--- src/rtl/qwrap_pkg.sv ---
package qwrap_pkg;
    localparam int unsigned QPTR_W = 4;
    localparam int unsigned QDEPTH = 1 << QPTR_W;

    typedef logic [QPTR_W-1:0] qptr_t;

    typedef enum logic [1:0] {
        ST_IDLE  = 2'd0,
        ST_READY = 2'd1,
        ST_XFER  = 2'd2
    } qseq_state_e;

    typedef struct packed {
        logic  wr;
        logic  at_end;
        qptr_t idx;
    } qcomplete_t;

    function automatic qptr_t wrap_dest(input logic to_newq, input qptr_t newq);
        return to_newq ? newq : '0;
    endfunction
endpackage

--- src/rtl/qwrap_ram.sv ---
module qwrap_ram #(
    parameter int unsigned W     = 16,
    parameter int unsigned DEPTH = 16,
    localparam int unsigned AW   = $clog2(DEPTH)
) (
    input  logic          clk,
    input  logic          we,
    input  logic [AW-1:0] waddr,
    input  logic [W-1:0]  wdata,
    input  logic [AW-1:0] raddr,
    output logic [W-1:0]  rdata
);
    logic [W-1:0] mem [DEPTH];

    always_ff @(posedge clk) begin
        if (we) mem[waddr] <= wdata;
    end

    assign rdata = mem[raddr];
endmodule

--- src/rtl/qwrap_ctrl.sv ---
module qwrap_ctrl
    import qwrap_pkg::*;
(
    input  logic       clk,
    input  logic       rst,
    input  logic       run_set,
    input  logic       run_clr,
    input  logic       wrap_en,
    input  logic       wrap_to_newq,
    input  qptr_t      newq_ptr,
    input  qptr_t      endq_ptr,
    input  logic       halt,
    input  logic       eng_done,
    output logic       eng_start,
    output logic       busy,
    output logic       halt_ack,
    output qptr_t      cur_ptr,
    output qcomplete_t cmpl
);
    qseq_state_e st;
    qptr_t       ptr;
    logic        hack;

    assign cmpl.wr     = (st == ST_XFER) && eng_done && !run_clr;
    assign cmpl.at_end = (ptr == endq_ptr);
    assign cmpl.idx    = ptr;

    always_ff @(posedge clk) begin
        if (rst) begin
            st   <= ST_IDLE;
            ptr  <= '0;
            hack <= 1'b0;
        end else if (run_clr) begin
            st   <= ST_IDLE;
            hack <= 1'b0;
        end else begin
            unique case (st)
                ST_IDLE: if (run_set) begin
                    st  <= ST_READY;
                    ptr <= newq_ptr;
                end
                ST_READY: begin
                    hack <= halt;
                    if (!halt) st <= ST_XFER;
                end
                ST_XFER: if (eng_done) begin
                    if (cmpl.at_end) begin
                        if (wrap_en) begin
                            ptr <= wrap_dest(wrap_to_newq, newq_ptr);
                            st  <= ST_READY;
                        end else begin
                            st <= ST_IDLE;
                        end
                    end else begin
                        ptr <= ptr + 1'b1;
                        st  <= ST_READY;
                    end
                end
                default: st <= ST_IDLE;
            endcase
        end
    end

    assign eng_start = (st == ST_XFER) && !run_clr;
    assign busy      = (st != ST_IDLE);
    assign halt_ack  = hack;
    assign cur_ptr   = ptr;

    assert_abort_R8: assert property (@(posedge clk) disable iff (rst)
        run_clr |=> !busy && !eng_start);
    assert_halt_quiet_R7: assert property (@(posedge clk) disable iff (rst)
        halt_ack |-> !eng_start);
    assert_single_stop_R1: assert property (@(posedge clk) disable iff (rst)
        cmpl.wr && cmpl.at_end && !wrap_en |=> !busy);
    assert_wrap_zero_R2: assert property (@(posedge clk) disable iff (rst)
        cmpl.wr && cmpl.at_end && wrap_en && !wrap_to_newq |=> busy && cur_ptr == '0);
    assert_start_hold_R9: assert property (@(posedge clk) disable iff (rst)
        eng_start && !eng_done |=> st == ST_XFER);
endmodule

--- src/rtl/qwrap_flag.sv ---
module qwrap_flag (
    input  logic clk,
    input  logic rst,
    input  logic end_hit,
    input  logic flag_clr,
    input  logic irq_en,
    output logic done_flag,
    output logic irq
);
    logic flag_q;
    logic ien_q;

    always_ff @(posedge clk) begin
        if (rst) begin
            flag_q <= 1'b0;
            ien_q  <= 1'b0;
        end else begin
            if (!flag_q) ien_q <= irq_en;
            if (end_hit)       flag_q <= 1'b1;
            else if (flag_clr) flag_q <= 1'b0;
        end
    end

    assign done_flag = flag_q;
    assign irq       = flag_q && ien_q;

    assert_flag_sticky_R4: assert property (@(posedge clk) disable iff (rst)
        done_flag && !flag_clr |=> done_flag);
    assert_irq_kept_R5: assert property (@(posedge clk) disable iff (rst)
        irq && !flag_clr |=> irq);
endmodule

--- src/rtl/qspi_wrap_seq.sv ---
module qspi_wrap_seq
    import qwrap_pkg::*;
#(
    parameter int unsigned DATA_W = 16,
    parameter int unsigned CMD_W  = 8,
    localparam int unsigned ENT_W = DATA_W + CMD_W
) (
    input  logic              clk,
    input  logic              rst,
    input  logic              run_set,
    input  logic              run_clr,
    input  logic              wrap_en,
    input  logic              wrap_to_newq,
    input  logic [QPTR_W-1:0] newq_ptr,
    input  logic [QPTR_W-1:0] endq_ptr,
    input  logic              halt,
    input  logic              flag_clr,
    input  logic              irq_en,
    input  logic              q_we,
    input  logic [QPTR_W-1:0] q_waddr,
    input  logic [CMD_W-1:0]  q_wcmd,
    input  logic [DATA_W-1:0] q_wtx,
    input  logic [QPTR_W-1:0] rx_raddr,
    output logic [DATA_W-1:0] rx_rdata,
    output logic              eng_start,
    output logic [CMD_W-1:0]  eng_cmd,
    output logic [DATA_W-1:0] eng_txd,
    input  logic              eng_done,
    input  logic [DATA_W-1:0] eng_rxd,
    output logic              busy,
    output logic [QPTR_W-1:0] cur_ptr,
    output logic              done_flag,
    output logic              halt_ack,
    output logic              irq
);
    qcomplete_t      cmpl;
    logic [ENT_W-1:0] ent_rd;

    qwrap_ctrl u_ctrl (
        .clk(clk), .rst(rst), .run_set(run_set), .run_clr(run_clr),
        .wrap_en(wrap_en), .wrap_to_newq(wrap_to_newq),
        .newq_ptr(newq_ptr), .endq_ptr(endq_ptr), .halt(halt),
        .eng_done(eng_done), .eng_start(eng_start), .busy(busy),
        .halt_ack(halt_ack), .cur_ptr(cur_ptr), .cmpl(cmpl)
    );

    qwrap_flag u_flag (
        .clk(clk), .rst(rst), .end_hit(cmpl.wr && cmpl.at_end),
        .flag_clr(flag_clr), .irq_en(irq_en),
        .done_flag(done_flag), .irq(irq)
    );

    qwrap_ram #(.W(ENT_W), .DEPTH(QDEPTH)) u_txq (
        .clk(clk), .we(q_we), .waddr(q_waddr), .wdata({q_wcmd, q_wtx}),
        .raddr(cur_ptr), .rdata(ent_rd)
    );

    qwrap_ram #(.W(DATA_W), .DEPTH(QDEPTH)) u_rxq (
        .clk(clk), .we(cmpl.wr), .waddr(cmpl.idx), .wdata(eng_rxd),
        .raddr(rx_raddr), .rdata(rx_rdata)
    );

    assign eng_cmd = ent_rd[ENT_W-1:DATA_W];
    assign eng_txd = ent_rd[DATA_W-1:0];
endmodule

--- config.mk ---
export PLATFORM = sky130hd
export DESIGN_NAME = qspi_wrap_seq
export DESIGN_NICKNAME = d
export VERILOG_FILES = /design/src/rtl/qwrap_pkg.sv /design/src/rtl/qwrap_ram.sv /design/src/rtl/qwrap_ctrl.sv /design/src/rtl/qwrap_flag.sv /design/src/rtl/qspi_wrap_seq.sv
export SDC_FILE = /design/constraint.sdc
export NUM_CORES = 1
export LEC_CHECK = 0
export BUFFER_PORTS_ARGS = -buffer_cell sky130_fd_sc_hd__buf_2
export CORE_ASPECT_RATIO = 1.5
export CORE_MARGIN = 1
export CORE_UTILIZATION = 45
export CTS_BUF_LIST = sky130_fd_sc_hd__clkbuf_8
export CTS_CLUSTER_SIZE = 24
export DETAILED_ROUTE_END_ITERATION = 8
export GPL_ROUTABILITY_DRIVEN = 1
export PLACE_DENSITY = 0.68
export SLEW_MARGIN = 10
export SYNTH_ARGS = -nofsm -noshare
export SYNTH_HDL_FRONTEND = slang
export SYNTH_SLANG_ARGS = --single-unit
--- constraint.sdc ---
create_clock -name clk -period 5.25 [get_ports clk]
set_input_delay 0.7875 -clock clk [delete_from_list [all_inputs] [get_ports clk]]
set_output_delay 0.7875 -clock clk [all_outputs]
set_load 0.01 [all_outputs]
Yosys cells after proc, flatten, opt, wreduce, memory -nomap -nowiden
Memories as Yosys holds them, arrays and structs flattened. A register that Yosys moved wholly into a read port is not among the register bits.
Index checks and enable logic that the tools add are counted.
- add/sub/neg operators: 1
- equality and inequality tests: 7
- multiplexer cells: 20
- bitwise logic cells: 1
- reduce and logical (&&, ||, !) cells: 13
- operators with widths (operator ; count):
    4-bit 2-to-1 mux ; 7
    1-bit 2-to-1 mux ; 8
    4-bit one-hot mux with 2 select lines ; 1
    2-bit 2-to-1 mux ; 3
    2-bit inequality test, second input constant ; 3
    2-bit one-hot mux with 3 select lines ; 1
    2-bit nonzero test ; 3
    1-bit logical AND ; 5
    5-bit AND reduction ; 1
    4-bit by 1-bit adder with 4-bit output, second input constant ; 1
    4-bit equality test ; 1
    3-bit inequality test, second input constant ; 1
    3-bit AND reduction ; 1
    2-bit by 1-bit equality test with 1-bit output, second input constant ; 1
    2-bit equality test, second input constant ; 1
    2-bit logical NOT ; 1
    2-bit OR reduction ; 1
    1-bit logical NOT ; 1
    1-bit NOT ; 1
- flip-flop bits (word level): 9
- memory bits (writable): 640
- output and inout bits: 49
- logic and storage cells: 49
- memories: 2
- memory list (memory ; words ; width ; read ports ; clocked after memory_dff ; wr ports ; RTL line ; source):
    u_txq.mem ; 16 ; 24 ; 1 ; 1 ; 1 ; qwrap_ram.sv:13 ; logic [W-1:0] mem [DEPTH];
    u_rxq.mem ; 16 ; 16 ; 1 ; 0 ; 1 ; qwrap_ram.sv:13 ;

Longest topological paths before layout
- depth in word-level cells: 7
- depth in mapped cells: 6
- gate-level depth less buffers: 5

By module
A second synthesis with hierarchy kept.
- cell total of the unflattened synthesis: 1095
- area, all modules: 24752.5 sq um
- by module, submodules not included (module ; instances ; cells an instance ; area each (sq um) ; seq. area each (sq um)):
    qwrap_ram (u_txq) ; 1 ; 612 ; 14450.1 ; 11531.1
    qwrap_ram (u_rxq) ; 1 ; 416 ; 9721.8 ; 7687.4
    qwrap_ctrl ; 1 ; 58 ; 498.0 ; 140.1
    qwrap_flag ; 1 ; 8 ; 76.3 ; 40.0
    qspi_wrap_seq ; 1 ; 1 ; 6.3 ; 0.0

Worst setup path before layout
Ideal clock, no wire load.
- kind: input -> register
- from: input port q_waddr[2]
- to: memory u_txq.mem[0][0] in the netlist's numbering, enable pin
- setup time: 435 ps
- arrival: 2971 ps
- required time: 4815 ps
- setup slack: 1844 ps
- stages: 2
- path through: or3b_2 -> nor3_1
- RTL lines (what ; RTL line ; source):
    start: declaration ; qspi_wrap_seq.sv:20 ; input logic [QPTR_W-1:0] q_waddr,
    end: declaration ; qwrap_ram.sv:13 ;
No word-level cell before the write port.

==> results.tsv <==
metric	value	unit
pre-CTS WS	1560	ps
WP data arrival	3200	ps
most used cell, CP	mux4_2	
async set-reset flop share out of synthesis	0	
final WL	51000	um
largest net degree at the start of global routing	97	
Power Density	357	nW/um^2
startpoint types	flop	
Yosys top cell by area	edfxtp_1	
post-synthesis register bit count	653	
Initial Utilization	0.454	
worst clock skew	29.5	ps
Power Total	10.1	mW
DRT Pass-1 Iters	5	
buffers inserted by post-CTS timing repair	0	
design area	28200	um^2
hold slack final	348	ps
Die H	290	um
Max-Cap Viols	0	
Core Area	54700	um^2
die span in x	194	um
Slew Viols, Final	0	
placed inst area	26500	um^2
post-synthesis average cell area	24.6	um^2
Fillers	4237	
final worst-path cycle share	0.760	
Worst-Margin Slew	1180	ps
Max VDD drop	0.303	mV
Critical Path End Type	output pin	
final core occ	0.516	
final setup vio count	0	
CTS tree	built	
min cycle time layout	3990	ps
worst r2r src	u_ctrl.cur_ptr[3]	
crit path cell chain	buf_12 > mux4_2 > mux4_2 > buf_2	
maximum clock frequency	0.250	GHz
antenna violations before repair	6	
total vias in the final route	11000	
hpwl dp	27800	um
die area	56100	um^2
Critical-path top delay cell	dfxtp_4	
Worst Path Max Fanout	49	
top cell type's share of synthesized area	0.774	
io pins	116	
GPL Wtd Cong	0.764	
CTS resizes	0	
clock slew at reported path FFs	70	ps
total track usage	0.187	
Rows	105	
post-synth cell types	33	
Final Worst Setup Slack	1260	ps
clock root cell	clkbuf_8	
placed cells	1797	
vias in the first global route	12100	
CP required	4460	ps
syn_nets	1078	
post-synthesis cell area	24800	um^2
leakage dissipation	8.89	nW
HP Start	irq_en	
nets	1268	
DRT antenna net count	0	
clk sinks	653	
status	finished clean	
share of cells above drive strength 1	0.395	
Post-synth top cells	edfxtp_1 (640), mux4_2 (200), clkbuf_1 (30)	
final hold viol count	0	
Non-Filler Instances	1964	
grt total ovfl	0	
setup TNS	0	ps
first-pass GRT wire length	75100	um
First DRT Iteration DRCs	713	
vias per cell	5.62	
CTS Hold Buffers Added	0	
wire per inst	26.0	um
ys flop type	edfxtp_1	
Area Growth Syn to Fin	13.6	%
Post-synth EDFFs	640	
post-synthesis sequential area ratio	0.785	
HP Class	in2reg	
CP peak stage delay	750	ps
Cells after Synth	1007	
# DRC	0	
H-tree Lvls	3	
CTS buffer count	93	
relative slew slack	0.214	
RSZ-0062 raised after global routing	false	
crit path kind	reg2out	
count leader, synth	edfxtp_1	
total number of yosys warnings	0	
ranking of synthesized cells by area	edfxtp_1 (77%), mux4_2 (18%), dfxtp_1 (1.0%)	
Max clock buf depth	3	
clk_lat worst skew	680	ps
port bufs	115	
## sequential cells by signal, indices dropped and copies added, names as in the netlist, named ones only
register	flops
u_txq.mem	384
u_ctrl.halt_ack	1
u_ctrl.st	2
u_rxq.mem	256
u_flag.done_flag	1
u_flag.ien_q	1
u_ctrl.cur_ptr	4
## critical path, delay by kind of cell (launching register included)
family   cells  cell delay [ps]
flops        1              750
buf+inv      2              600
mux          2             1100
## final timing paths
kind / end / slack [ps] / depth (start not counted)
setup / recovery: eng_txd[14] / 1260 / 4
setup reg to reg: flop / 3030 / 5
hold reg to reg: u_ctrl.halt_ack / 550 / 2
hold / removal: u_flag.ien_q / 350 / 3
## power by group
part | switching (mW) | internal [mW]
sequential | 0.0413 | 5.79
combinational | 0.296 | 0.268
clock | 1.85 | 1.82
## area by class of cell
type                    count  area, um^2  area share
flip-flops and latches    653       19500       0.691
multi-input cells         299        5270       0.187
clock buffers              93        1280      0.0454
well taps                 695         870      0.0308
repair buffers            144         833      0.0296
clock inverters            72         424      0.0150
inverters                   6        22.5    0.000799
diodes                      2        5.00    0.000178
## routing by layer
metal  GRT usage  share of wire  up-vias
met5           0        0.00096        -
met1       0.202           0.36     5857
met2       0.358           0.56      333
li1            -              -     4754
met4      0.0746          0.023        8
met3      0.0384          0.054       83
## cell usage in the layout, fill, tap and decap left out, types with 3 or more instances in the layout
cell type and n:
edfxtp_1 640, nor2_1 5, nor3_2 8, nor3_1 4, inv_6 3, buf_4 27
ha_1 4, a21oi_1 3, clkinv_2 11, xor2_1 4, inv_1 40, nor2_2 12
dfxtp_1 9, buf_2 114, nand2b_1 4, mux4_2 200, a221oi_1 4, a211oi_1 4
clkbuf_8 93, nor2_4 12, bufinv_16 3, nand2_1 10, mux2i_1 3, buf_12 3
clkinv_1 16
## cell families after synthesis
kind of cell	Yosys count	synth area share
buffers and inverters	55	0.00928
adders and majority gates	4	0.00202
muxes	203	0.183
xor gates and xnor gates	5	0.00176
AOI/OAI and AO/OA	19	0.00650
and+or+nand+nor	68	0.0129
DFF	653	0.785
Note: power is estimated with default switching activity, not from simulation.
